File: src/rtl/wpcd_pkg.sv
package wpcd_pkg;
  typedef enum logic [2:0] {
    ST_UNL1, ST_UNL2, ST_CMD1, ST_UNL3, ST_UNL4, ST_CMD2
  } step_t;

  typedef struct packed {
    logic arm;
    logic dis;
    logic erase;
    logic id_enter;
    logic id_exit;
  } cmd_ev_t;
endpackage

File: src/rtl/wpcd_matcher.sv
module wpcd_matcher
  import wpcd_pkg::*;
#(
  parameter int AW = 16,
  parameter int DW = 8,
  parameter logic [AW-1:0] ADDR_A = 'h5555,
  parameter logic [AW-1:0] ADDR_B = 'h2AAA,
  parameter logic [DW-1:0] D_UNL1 = 'hAA,
  parameter logic [DW-1:0] D_UNL2 = 'h55,
  parameter logic [DW-1:0] D_ARM  = 'hA0,
  parameter logic [DW-1:0] D_EXT  = 'h80,
  parameter logic [DW-1:0] D_IDX  = 'hF0,
  parameter logic [DW-1:0] D_DIS  = 'h20,
  parameter logic [DW-1:0] D_ERS  = 'h10,
  parameter logic [DW-1:0] D_IDE  = 'h60
) (
  input  logic          clk,
  input  logic          rst,
  input  logic          take,
  input  logic [AW-1:0] addr,
  input  logic [DW-1:0] data,
  output logic          hit,
  output cmd_ev_t       ev
);
  step_t step, step_nxt;
  logic  match;

  always_comb begin
    match    = 1'b0;
    step_nxt = ST_UNL1;
    ev       = '0;
    unique case (step)
      ST_UNL1: begin match = (addr == ADDR_A) && (data == D_UNL1); step_nxt = ST_UNL2; end
      ST_UNL2: begin match = (addr == ADDR_B) && (data == D_UNL2); step_nxt = ST_CMD1; end
      ST_CMD1: begin
        match    = (addr == ADDR_A) && (data == D_ARM || data == D_EXT || data == D_IDX);
        step_nxt = (data == D_EXT) ? ST_UNL3 : ST_UNL1;
        ev.arm     = take && match && (data == D_ARM);
        ev.id_exit = take && match && (data == D_IDX);
      end
      ST_UNL3: begin match = (addr == ADDR_A) && (data == D_UNL1); step_nxt = ST_UNL4; end
      ST_UNL4: begin match = (addr == ADDR_B) && (data == D_UNL2); step_nxt = ST_CMD2; end
      ST_CMD2: begin
        match    = (addr == ADDR_A) && (data == D_DIS || data == D_ERS || data == D_IDE);
        step_nxt = ST_UNL1;
        ev.dis      = take && match && (data == D_DIS);
        ev.erase    = take && match && (data == D_ERS);
        ev.id_enter = take && match && (data == D_IDE);
      end
      default: begin match = 1'b0; step_nxt = ST_UNL1; end
    endcase
    hit = take && match;
  end

  always_ff @(posedge clk) begin
    if (rst)       step <= ST_UNL1;
    else if (take) step <= match ? step_nxt : ST_UNL1;
  end
endmodule

File: src/rtl/wpcd_erase_timer.sv
module wpcd_erase_timer #(
  parameter int CYCLES = 10_000_000
) (
  input  logic clk,
  input  logic rst,
  input  logic start,
  output logic active
);
  localparam int CW = $clog2(CYCLES + 1);
  logic [CW-1:0] cnt;

  always_ff @(posedge clk) begin
    if (rst) begin
      active <= 1'b0;
      cnt    <= '0;
    end else if (start && !active) begin
      active <= 1'b1;
      cnt    <= CW'(CYCLES - 1);
    end else if (active) begin
      if (cnt == '0) active <= 1'b0;
      else           cnt    <= cnt - 1'b1;
    end
  end
endmodule

File: src/rtl/wpcd_id_remap.sv
module wpcd_id_remap #(
  parameter int AW = 16,
  parameter int DW = 8,
  parameter logic [DW-1:0] MFR_CODE = 'hDA,
  parameter logic [DW-1:0] DEV_CODE = 'hC8
) (
  input  logic          clk,
  input  logic          rst,
  input  logic          id_mode,
  input  logic [AW-1:0] rd_addr,
  output logic          id_rd_valid,
  output logic [DW-1:0] id_rd_data
);
  logic low_pair;
  assign low_pair = (rd_addr[AW-1:1] == '0);

  always_ff @(posedge clk) begin
    if (rst) begin
      id_rd_valid <= 1'b0;
      id_rd_data  <= '0;
    end else begin
      id_rd_valid <= id_mode && low_pair;
      id_rd_data  <= rd_addr[0] ? DEV_CODE : MFR_CODE;
    end
  end
endmodule

File: src/rtl/wprot_cmd_decoder.sv
module wprot_cmd_decoder
  import wpcd_pkg::*;
#(
  parameter int AW = 16,
  parameter int DW = 8,
  parameter logic PROT_INIT = 1'b1,
  parameter int ERASE_CYCLES = 10_000_000,
  parameter logic [DW-1:0] MFR_CODE = 'hDA,
  parameter logic [DW-1:0] DEV_CODE = 'hC8
) (
  input  logic          clk,
  input  logic          rst,
  input  logic          wr_valid,
  input  logic [AW-1:0] wr_addr,
  input  logic [DW-1:0] wr_data,
  input  logic          busy,
  input  logic [AW-1:0] rd_addr,
  output logic          pass_valid,
  output logic [AW-1:0] pass_addr,
  output logic [DW-1:0] pass_data,
  output logic          armed,
  output logic          prot_on,
  output logic          id_mode,
  output logic          id_rd_valid,
  output logic [DW-1:0] id_rd_data,
  output logic          erase_start,
  output logic          erase_active
);
  logic    take, m_take, hit, busy_q;
  cmd_ev_t ev;

  assign take   = wr_valid && !busy && !erase_active;
  assign m_take = take && !armed;

  wpcd_matcher #(.AW(AW), .DW(DW)) u_match (
    .clk(clk), .rst(rst), .take(m_take), .addr(wr_addr), .data(wr_data),
    .hit(hit), .ev(ev)
  );

  wpcd_erase_timer #(.CYCLES(ERASE_CYCLES)) u_erase (
    .clk(clk), .rst(rst), .start(ev.erase), .active(erase_active)
  );

  wpcd_id_remap #(.AW(AW), .DW(DW), .MFR_CODE(MFR_CODE), .DEV_CODE(DEV_CODE)) u_id (
    .clk(clk), .rst(rst), .id_mode(id_mode), .rd_addr(rd_addr),
    .id_rd_valid(id_rd_valid), .id_rd_data(id_rd_data)
  );

  always_ff @(posedge clk) begin
    if (rst) begin
      prot_on     <= PROT_INIT;
      armed       <= 1'b0;
      id_mode     <= 1'b0;
      pass_valid  <= 1'b0;
      pass_addr   <= '0;
      pass_data   <= '0;
      erase_start <= 1'b0;
      busy_q      <= 1'b0;
    end else begin
      busy_q      <= busy;
      erase_start <= ev.erase;
      pass_valid  <= take && (armed || (!hit && !prot_on));
      if (take) begin
        pass_addr <= wr_addr;
        pass_data <= wr_data;
      end
      if (ev.arm) begin
        armed   <= 1'b1;
        prot_on <= 1'b1;
      end else begin
        if (busy && !busy_q) armed <= 1'b0;
        if (ev.dis) prot_on <= 1'b0;
      end
      if (ev.id_enter)     id_mode <= 1'b1;
      else if (ev.id_exit) id_mode <= 1'b0;
    end
  end
endmodule

File: config.mk
export PLATFORM = sky130hd
export DESIGN_NAME = wprot_cmd_decoder
export DESIGN_NICKNAME = d
export VERILOG_FILES = /design/src/rtl/wpcd_pkg.sv /design/src/rtl/wpcd_matcher.sv /design/src/rtl/wpcd_erase_timer.sv /design/src/rtl/wpcd_id_remap.sv /design/src/rtl/wprot_cmd_decoder.sv
export SDC_FILE = /design/constraint.sdc
export NUM_CORES = 1
export LEC_CHECK = 0
export BUFFER_PORTS_ARGS = -buffer_cell sky130_fd_sc_hd__buf_4
export CAP_MARGIN = 20
export CORE_UTILIZATION = 50
export CTS_BUF_LIST = sky130_fd_sc_hd__clkbuf_4
export DETAILED_ROUTE_END_ITERATION = 12
export PLACE_DENSITY = 0.76
export SYNTH_ARGS = -nofsm -noshare
export SYNTH_HDL_FRONTEND = slang
export SYNTH_HIERARCHICAL = 1
export SYNTH_SLANG_ARGS = --single-unit
File: constraint.sdc
create_clock -name clk -period 3.18 [get_ports clk]
set_clock_uncertainty 0.15 [all_clocks]
set_input_delay 0.795 -clock clk [delete_from_list [all_inputs] [get_ports clk]]
set_output_delay 0.795 -clock clk [all_outputs]
set_load 0.03 [all_outputs]
# Word level (Yosys, flattened, before mapping)
# Cells that the tools add are included.
# totals
register_bits	67
in_bits	44
output_inout_bits	39
elab_cells	93
# classes
add_sub_neg	1
n_eq_ne	16
mux	18
bitwise_logic	1
n_reduce_logical	43
# op_table
cell	count
24-bit two-way mux	3
8-bit equality test, second input constant	4
24-bit logical NOT	1
24-bit by 1-bit subtractor with 24-bit output, second input constant	1
1-bit logical AND	20
16-bit by 14-bit equality test with 1-bit output, second input constant	1
16-bit by 15-bit equality test with 1-bit output, second input constant	1
8-bit by 7-bit equality test with 1-bit output, second input constant	2
15-bit logical NOT	1
3-bit one-hot mux with 5 select lines	1
1-bit two-way mux	9
8-bit by 5-bit equality test with 1-bit output, second input constant	1
8-bit by 6-bit equality test with 1-bit output, second input constant	1
2-bit OR reduction	4
3-bit by 2-bit equality test with 1-bit output, second input constant	2
3-bit equality test, second input constant	2
1-bit logical NOT	6
3-bit two-way mux	2
2-bit nonzero test	3
1-bit logical OR	5
5-bit two-way mux	1
1-bit one-hot mux with 4 select lines	1
2-bit AND reduction	2
3-bit by 1-bit equality test with 1-bit output, second input constant	1
other kinds (4)	4

# Depth between registers and ports, before layout
# Gate-level depths: netlist of run 1.
# logic_depth
depth_word	10
depth_mapped	12
depth_no_buf	10

# By module
# Netlist of run 1, hierarchy kept.
# by_module_without_submodules
mod	instances	cells_per_inst	area_each_um2
wpcd_erase_timer	1	160	1376.3
wprot_cmd_decoder	1	100	1078.5
wpcd_matcher	1	79	653.1
wpcd_id_remap	1	18	160.2

# Worst setup path after synthesis of run 1
# No wires, ideal clock.
# synth_timing
kind	input -> register
startpoint	input port busy
endpoint	register u_erase.cnt[11]
setup_time_ns	0.128
arrival_ns	2.690
t_required_ns	2.902
setup_slack_ns	0.212
cell_stages	11
path_buffers	3
cell_sequence	nor3b_2 buf_6 buf_12 nor2b_1 and3_1 and3b_1 and2_1 nor2b_1 or2_2 buf_1 nor2_1
# synth_rtl
element	line	text
start, declared	wprot_cmd_decoder.sv:16	input logic busy,
end signal, assigned	wpcd_erase_timer.sv:18	cnt <= CW'(CYCLES - 1);
end signal, assigned	wpcd_erase_timer.sv:21	else cnt <= cnt - 1'b1;
end, declared	wpcd_erase_timer.sv:10	logic [CW-1:0] cnt;

==> results of run 1 <==
power breakdown:
part           internal [W]  total (W)  switching, W  leakage [nW]
clock network      0.000234   0.000526      0.000292        0.0654
registers          0.000780   0.000789    0.00000892         0.495
logic             0.0000887   0.000201      0.000113          1.09
total               0.00110    0.00152      0.000414          1.65
cell families after synthesis:
kind of cell               share of synthesized area, %
AOI/OAI and AO/OA                                  13.9
buffers and inverters                              6.74
DFF                                                37.4
muxes                                              7.96
and+or+nand+nor                                    31.0
xor gates and xnor gates                           2.14
other                                             0.115
adders and majority gates                         0.766
through the flow:
step	util, %	hold WS [ps]	power (W)	instances
6_report	62.7	341	0.00152	512
5_1_grt	62.7	354	0.00158	512
4_1_cts	62.7	335	0.00153	512
3_5_place_dp	60.5	318	0.00101	496
3_3_place_gp	60.5	309	0.00100	496
2_1_floorplan	-	288	0.000918	359
worst max-delay path, cell delays in order:
cell,delay (ps)
buf_4,120
nor4bb_1,400
and4_1,280
and3_1,190
and3b_1,180
and2_1,170
nor2b_1,310
nor2_1,100
a21oi_1,140
o21ai_0,90
a21oi_1,110
layout by cell type (no fill, tap or decap), drive strengths merged, types with 4 or more instances in the layout:
cell type  synthesis  routed
nor4               9       9
a31oi              5       5
nor2              48      48
nor2b              6       6
o211ai             4       4
and4bb             6       6
dfxtp             61      61
o21ai             16      16
or3               12      12
nor4b              6       6
a211oi             4       4
xor2               7       7
inv                9       9
nor4bb             4       4
a21oi             16      16
mux2i             26      26
buf               17      84
clkbuf             7       9
or2                5       5
nor3               7       7
or4                9       9
nand2             11      11
nand4              5       5
and3               4       4
o2111ai            4       4
final timing paths:
| check | depth (start not counted) | endpoint | slack [ps] | from |
|---|---|---|---|---|
| worst min-delay path | 2 | u_erase/cnt[8] | 340 | u_erase/cnt[8] |
| worst max-delay path | 11 | u_erase/cnt[23] | 500 | wr_addr[5] |
| worst max register to register | 6 | u_erase/cnt[10] | 590 | u_erase/cnt[5] |
| worst min register to register | 2 | u_erase/cnt[8] | 340 | u_erase/cnt[8] |
layout make-up:
cell class / instances / share of cell area (%)
inverter: 9 / 0.854
clock buffer: 9 / 1.71
tap: 77 / 2.44
timing repair buffer: 84 / 15.9
multi-input combinational: 265 / 46.5
clock inverter: 7 / 1.68
sequential: 61 / 30.9
per-layer routing:
metal | GRT usage (%) | up-vias | routed length, µm
met5 | 0 | - | 0
met2 | 37.0 | 94 | 3620
met1 | 31.5 | 1388 | 3650
met4 | 7.05 | 0 | 109
met3 | 6.66 | 11 | 552
li1 | - | 1459 | -
registers in the layout (all words and copies together) (netlist names):
register / count
u_id/id_rd_data: 2
erase_start: 1
pass_data: 8
pass_addr: 16
u_erase/cnt: 24
id_mode: 1
pass_valid: 1
prot_on: 1
busy_q: 1
u_match/step: 3
u_erase/active: 1
armed: 1
u_id/id_rd_valid: 1
==> summary.txt, run 1 <==
Final layout
  – Area of the multi-input gates: 0.00184 mm²
  – Layout cell share with drive strength beyond 1: 30.6%
  – Finished Cell Area: 0.00396 mm²
  – Area grow syn2layout: 21.1%
  – N_diodes: 0
  – Layout net count: 476
  – Seq. cell area: 0.00122 mm²
  – Fillers: 570

Logic synthesis
  – Most common cell in the netlist: dfxtp_1
  – Area fraction of the dominant cell type after synthesis: 37.4%
  – Post-synth top cells: dfxtp_1, nor2_1, mux2i_1
  – Sequential cell area fraction in the yosys report: 37.4%
  – Synthesis-stage register bit count: 61
  – Syn Area/Cell: 9.15 µm²
  – Top FF cell, synth: dfxtp_1
  – Leading area contributor after synthesis: dfxtp_1
  – Mapped cell area: 0.00327 mm²
  – Cells after Synth: 357
  – Ranking of synthesized cells by area: dfxtp_1, mux2i_1, nor2_1
  – Post-synth EDFFs: 0
  – FFs w/ async S/R, synth: 0%
  – Netlist cell types: 70
  – Synth Warn #: 6

Floorplan
  – Die X: 82.8 µm
  – Die Y: 82.8 µm
  – Top Ports: 83
  – Die Area: 0.00686 mm²
  – Num rows: 29
  – Initial Utilization: 51.8%
  – Core area: 0.00631 mm²

CTS
  – H-tree levels: 3
  – Post-CTS resize count: 0
  – Hold Buf Count CTS: 0
  – Maximum clock path buffer count: 2
  – Clock tree root buffer cell: clkbuf_4
  – Clock transition at path regs: 110 ps
  – Clk sinks: 61
  – Setup repair bufs after CTS: 0
  – Clk_lat worst skew: 400 ps
  – Inserted Clock Buffers: 9
  – CTS tree: yes

Power and ir drop
  – VDD IR max: 0.268 mV
  – Power density over the cells: 383 mW/mm²
  – LEAKAGE: 1.65 nW

Detailed routing
  – DR DRC count: 0
  – Via count: 2952
  – Drt pass-1 iters: 4
  – Final WL: 7.93 mm
  – WL per Instance: 15.5 µm
  – Final ANT Viol Nets: 0
  – Vias per cell: 5.77
  – Iteration-0 DRC Markers: 166

STA
  – Worst slew margin: 61.3%
  – Max-slew violation count: 0
  – Endpoints failing setup: 0
  – Fmax: 373 MHz
  – Total negative slack: 0 ps
  – Fin crit period: 2680 ps
  – Final hold vios: 0
  – Setup slack after layout: 500 ps
  – Period utilization: 84.3%
  – Unrepaired setup endpoints after global routing: false
  – Worst slew pin tran: 581 ps

Placed design
  – DP Wirelength: 5.75 mm
  – Area of placed instances: 0.00382 mm²
  – Pre-CTS WS: 122 ps
  – Gp weighted congestion: 0.834
  – Port Buf Inserts: 79

Worst setup path
  – Worst EP required: 3380 ps
  – Crit path DAT: 2880 ps
  – Crit path max fanout: 4
  – Startpoint class of the critical path: input pin
  – Critical Setup Path Class: input pin to register
  – Setup crit end kind: register

Outcome
  – Status: completed

GRT
  – Vias in the first global route: 2828
  – GRT Total Usage: 23.6%
  – First-pass GRT wire length: 13.2 mm
  – Largest net degree at the start of global routing: 56
  – GRT Residual Overflow: 0
  – Initial antenna violation count: 0

Hold path
  – Min-delay worst type: register to register

Run
  – Max Cap Viol: 0
(Power assumes the default switching activity.)
==> inputs of run 2 (changes only) <==
Settings changed: PLACE_DENSITY 0.76 to 0.79.
Clock period 3.18 ns to 2.4 ns, I/O delays scaled along.
==> summary.txt, run 2 (same netlist as run 1, synthesis figures left out) <==
Floorplan
  – Die Area: 0.00686 mm² (unchanged)
  – Num rows: 29 (unchanged)
  – Die Y: 82.8 µm (unchanged)
  – Top Ports: 83 (unchanged)
  – Core area: 0.00631 mm² (unchanged)
  – Initial Utilization: 51.8% (unchanged)
  – Die X: 82.8 µm (unchanged)

Detailed routing
  – WL per Instance: 16.1 µm (+3.7%)
  – Final ANT Viol Nets: 0 (unchanged)
  – Via count: 3248 (+10%)
  – Drt pass-1 iters: 4 (unchanged)
  – DR DRC count: 0 (unchanged)
  – Final WL: 9.09 mm (+15%)
  – Vias per cell: 5.74 (-0.47%)
  – Iteration-0 DRC Markers: 174 (+4.8%)

Final layout
  – Layout net count: 530 (+11%)
  – Regs by FF count: u_erase/cnt (24), pass_addr (16), pass_data (8)
  – Commonest non-fill, non-tap cell in the layout: buf_4
  – N_diodes: 0 (unchanged)
  – Fillers: 506 (-11%)
  – Layout cell share with drive strength beyond 1: 44.4% (+14 points)
  – Biggest register: u_erase/cnt
  – Finished Layout Cells: 566 (+11%)
  – Most frequent cells in the layout: buf_4, dfxtp_1, nor2_1
  – Area grow syn2layout: 39.2%
  – Max FFs per register: 24 (unchanged)

CTS
  – Clk sinks: 61 (unchanged)
  – CTS tree: yes
  – Hold Buf Count CTS: 0 (unchanged)
  – H-tree levels: 3 (unchanged)
  – Inserted Clock Buffers: 9 (unchanged)
  – Clock transition at path regs: 110 ps (about the same)
  – Maximum clock path buffer count: 2 (unchanged)
  – Clock tree root buffer cell: clkbuf_4
  – Clk_lat worst skew: 410 ps (about the same)

Hold path
  – Min-delay worst type: input pin to register

Placed design
  – Inst Count DP: 540 (+8.9%)
  – DP Wirelength: 6.49 mm (+13%)
  – Port Buf Inserts: 79 (unchanged)
  – Gp weighted congestion: 0.959 (+15%)

STA
  – Worst slew margin: 64.4% (+3.1 points)
  – Max-slew violation count: 0 (unchanged)
  – Final hold vios: 0 (unchanged)
  – Fmax: 408 MHz
  – Setup slack after layout: -50.5 ps (-550 ps)
  – Unrepaired setup endpoints after global routing: true
  – Period utilization: 102%
  – Endpoints failing setup: 9 (+9)
  – Worst slew pin tran: 529 ps (-51.3 ps)
  – Fin crit period: 2450 ps

GRT
  – GRT Residual Overflow: 0 (unchanged)
  – GRT Total Usage: 25.5% (+1.9 points)
  – First-pass GRT wire length: 14.3 mm (+7.7%)
  – Largest net degree at the start of global routing: 45 (-20%)
  – Initial antenna violation count: 0 (unchanged)
  – Vias in the first global route: 3124 (+10%)

Worst setup path
  – Startpoint class of the critical path: register
  – Setup crit end kind: register
  – Crit path DAT: 2660 ps (-220 ps)
  – Critical Setup Path Class: register to register
  – Crit path max fanout: 6 (+2)
  – Worst EP required: 2610 ps (-770 ps)

Power and ir drop
  – Power density over the cells: 451 mW/mm² (+18%)
  – LEAKAGE: 1.93 nW (+17%)
  – VDD IR max: 0.350 mV (+31%)
  – Total power: 0.00205 W (+35%)

Outcome
  – Status: finished with violations
  – Failing checks: negative setup slack

Run
  – Max Cap Viol: 0 (unchanged)
[run 2: cell count changes in the layout (fill, tap and decap cells not counted), sizes merged]
| cell | previous run | this run |
|---|---|---|
| buf | 84 | 138 |
[run 2: repair_timing]
action	4_1_cts	5_1_grt
resized for setup	2	38
pin swaps	1	12
setup buffers	1	9
endpoints found under the hold margin	0	0
endpoints found under the setup margin	8	17
[run 2: per-layer routing]
metal  up-vias  part of all wire (%)  global-route usage [%]
met1      1559                    41                    30.4
li1       1565                     -                       -
met2       109                    52                    45.2
met4         0                   2.2                    10.8
met3        15                   4.8                    4.08
met5         -                     0                       0
[run 2: critical path, cell delays in order (launching register included)]
cell     delay [ps]
dfxtp_1         330
or4_4           570
or4_4           640
buf_6           160
o21a_4          220
a31oi_2         180
o21a_1          140
[run 2: through the flow]
step / setup WS [ps] / hold slack (ps) / util [%] / TNS (ps) / area, µm²
detailed placement: -300 / 326 / 66.2 / -3580 / 4180
global placement: -219 / 310 / 66.2 / -2280 / 4180
floorplan: -23.0 / 288 / - / -226 / 3320
finish: -50.5 / 187 / 72.1 / -281 / 4550
global route: -92.9 / 172 / 72.1 / -793 / 4550
CTS: 11.3 / 162 / 68.6 / 0 / 4330
[run 2: path summary, 6_finish.rpt]
kind                                      from                  to  slack [ps]  depth (start not counted)
worst max-delay path            u_erase/cnt[8]      u_erase/cnt[9]         -50                          6
worst min-delay path                rd_addr[0]  u_id/id_rd_data[4]         190                          2
worst max register to register  u_erase/cnt[8]      u_erase/cnt[9]         -50                          6
worst min register to register  u_erase/cnt[8]      u_erase/cnt[8]         350                          2
[run 2: layout make-up]
cell class	count	area, µm²	share of cell area, %
clock inverter	7	66.3	1.46
clock buffer	9	67.6	1.48
timing repair buffer	138	1070	23.4
multi-input combinational	265	1990	43.8
inverter	9	33.8	0.742
tap	77	96.3	2.12
sequential	61	1230	27.0
[run 2: power breakdown]
group	total, W	switching, W	internal (W)
combinational	0.000297	0.000155	0.000142
sequential	0.00105	0.0000116	0.00103
clock	0.000707	0.000398	0.000309
==> inputs of run 3 (changes only) <==
Settings changed: CORE_UTILIZATION 50 to 49, SETUP_SLACK_MARGIN set to 0.2, SYNTH_HIERARCHICAL 1 to unset.
==> summary.txt, run 3 <==
Logic synthesis
  – Area fraction of the dominant cell type after synthesis: 41.7% (+4.3 points)
  – Synth Warn #: 0 (-6)
  – Netlist cell types: 51 (-27%)
  – Top FF cell, synth: dfxtp_1
  – Post-synth EDFFs: 0 (unchanged)
  – Synthesis-stage register bit count: 61 (unchanged)
  – Leading area contributor after synthesis: dfxtp_1
  – Most common cell in the netlist: nand2_1
  – FFs w/ async S/R, synth: 0% (unchanged)
  – Post-synth top cells: nand2_1, dfxtp_1, a21oi_1
  – Cells after Synth: 355 (-0.56%)
  – Sequential cell area fraction in the yosys report: 41.7% (+4.3 points)
  – Ranking of synthesized cells by area: dfxtp_1, nand2_1, a21oi_1
  – Syn Area/Cell: 8.26 µm² (-9.8%)
  – Mapped cell area: 0.00293 mm² (-10%)

GRT
  – First-pass GRT wire length: 13.1 mm (-7.9%)
  – Initial antenna violation count: 0 (unchanged)
  – Vias in the first global route: 2866 (-8.3%)
  – GRT Total Usage: 27.2% (+1.7 points)
  – Largest net degree at the start of global routing: 27 (-40%)
  – GRT Residual Overflow: 0 (unchanged)

Worst setup path
  – Crit-path most repeated cell: or4_4
  – WP buf/inv: 0 (-1)
  – Crit path max-delay family: simple AND/OR/NAND/NOR gates
  – Crit path max fanout: 4 (-2)
  – Startpoint class of the critical path: register
  – Crit path DAT: 2780 ps (+120 ps)
  – Critical Setup Path Class: register to register
  – CP max-delay cell: or4_4
  – Crit-path cells: or4_4 -> or4b_4 -> or4_4 -> or3_1 -> a31oi_1
  – Launching element of the worst setup path: u_erase.cnt[12]
  – FF-to-FF Start: u_erase.cnt[12]
  – Max incr delay on CP: 530 ps (-110 ps)
  – Setup crit end kind: register
  – Worst EP required: 2600 ps (about the same)

STA
  – Endpoints failing setup: 4 (-5)
  – Final hold vios: 0 (unchanged)
  – Worst slew margin: 60.3% (-4.1 points)
  – Unrepaired setup endpoints after global routing: true
  – Fmax: 387 MHz (-5.2%)
  – Setup slack after layout: -185 ps (-134 ps)
  – Fin crit period: 2580 ps (+134 ps)
  – Period utilization: 108% (+5.6 points)
  – Worst slew pin tran: 591 ps (+61.7 ps)
  – Max-slew violation count: 0 (unchanged)

Placed design
  – Port Buf Inserts: 79 (unchanged)
  – DP Wirelength: 5.68 mm (-13%)
  – Pre-CTS WS: -99.8 ps (+200 ps)
  – Gp weighted congestion: 0.930 (-3.0%)

Final layout
  – Commonest non-fill, non-tap cell in the layout: buf_4
  – N_diodes: 0 (unchanged)
  – Area grow syn2layout: 39.5%
  – Biggest register: u_erase.cnt
  – Max FFs per register: 24 (unchanged)
  – Most frequent cells in the layout: buf_4, nand2_1, dfxtp_1
  – Layout net count: 499 (-5.8%)
  – Layout cell share with drive strength beyond 1: 37.5% (-6.9 points)
  – Regs by FF count: u_erase.cnt (24), pass_addr (16), pass_data (8)
  – Fillers: 399 (-21%)
  – Area of the multi-input gates: 0.00173 mm² (-13%)
  – Seq. cell area: 0.00123 mm² (-0.10%)

Power and ir drop
  – VDD IR max: 0.396 mV (+13%)
  – LEAKAGE: 1.60 nW (-17%)
  – Power density over the cells: 494 mW/mm² (+9.7%)
  – Total power: 0.00202 W (-1.4%)

Detailed routing
  – Final ANT Viol Nets: 0 (unchanged)
  – DR DRC count: 0 (unchanged)
  – Drt pass-1 iters: 5 (+1)
  – Iteration-0 DRC Markers: 297 (+71%)
  – Final WL: 8.43 mm (-7.3%)
  – Vias per cell: 5.91 (+2.9%)
  – Via count: 3136 (-3.4%)
  – WL per Instance: 15.9 µm (-1.2%)

CTS
  – CTS tree: yes
  – H-tree levels: 3 (unchanged)
  – Maximum clock path buffer count: 2 (unchanged)
  – Hold Buf Count CTS: 0 (unchanged)
  – Clk_lat worst skew: 430 ps (+20 ps)
  – Clock tree root buffer cell: clkbuf_4
  – Inserted Clock Buffers: 9 (unchanged)
  – Clock transition at path regs: 110 ps (about the same)
  – Clk sinks: 61 (unchanged)

Floorplan
  – Die Y: 79.4 µm (-4.2%)
  – Num rows: 27 (-6.9%)
  – Die Area: 0.00630 mm² (-8.3%)
  – Top Ports: 83 (unchanged)
  – Core area: 0.00564 mm² (-11%)
  – Die X: 79.4 µm (-4.2%)
  – Initial Utilization: 52.0% (+0.20 points)

Run
  – Max Cap Viol: 0 (unchanged)

Hold path
  – Min-delay worst type: input pin to register
  – Worst min-delay path startpoint: rd_addr[0]

Outcome
  – Status: finished with violations
  – Failing checks: negative setup slack
-- run 3: changes by cell type in the layout (fill, tap and decap cells not counted), sizes merged, moves of 5 or more --
cell / before / now
xnor2: 1 / 11
and4bb: 6 / 1
nor2: 48 / 14
nand2: 11 / 64
o21ai: 16 / 8
nand3: 3 / 8
nor4bb: 4 / 10
buf: 138 / 113
mux2i: 26 / 0
a31oi: 5 / 10
a21oi: 16 / 46
-- run 3: path summary, 6_finish.rpt --
check	slack (ps)	cells after the start	end
setup / recovery	-180	5	u_erase.cnt[23]
hold / removal	160	2	u_id.id_rd_data[4]
hold reg to reg	310	2	pass_addr[3]
setup reg to reg	-180	5	u_erase.cnt[23]
-- run 3: logic make-up after synthesis --
logic type | count (synthesis) | synth area share, %
and+or+nand+nor | 156 | 29.9
AOI/OAI and AO/OA | 86 | 17.5
DFF | 61 | 41.7
buffers and inverters | 35 | 5.80
xor gates and xnor gates | 14 | 4.18
adders and majority gates | 1 | 0.427
other | 1 | 0.128
muxes | 1 | 0.384
-- run 3: layout make-up --
type                       instances  share of cell area [%]
multi-input combinational        261                    42.2
timing repair buffer             113                    21.4
inverter                           8                   0.734
clock buffer                       9                    1.65
clock inverter                     7                    1.84
sequential                        61                    30.0
tap                               72                    2.20
-- run 3: metal layers --
layer,GRT usage [%],wire length (µm)
met1,34.2,3510
met2,43.7,4120
met3,5.86,663
met4,13.8,138
met5,0,0
-- run 3: where the power goes --
group | internal, W | total, W | switching [W]
registers | 0.00103 | 0.00104 | 0.0000113
clock network | 0.000322 | 0.000734 | 0.000412
logic | 0.000103 | 0.000243 | 0.000140
total | 0.00146 | 0.00202 | 0.000563
-- run 3: per-stage QoR --
step | instance area [µm²] | TNS (ps) | utilization [%] | hold slack (ps) | std cells
2_1_floorplan | 2980 | -346 | - | 301 | 357
3_3_place_gp | 3700 | -138 | 65.7 | 294 | 507
3_5_place_dp | 3700 | -280 | 65.7 | 300 | 507
4_1_cts | 4010 | -219 | 71.1 | 144 | 530
5_1_grt | 4090 | -601 | 72.5 | 135 | 531
6_report | 4090 | -391 | 72.5 | 158 | 531
-- run 3: repair_timing --
action,CTS,global route
pin swaps,20,17
resized for setup,23,15
setup endpoints to repair,17,25
setup buffers,7,1
endpoints found under the hold margin,0,0
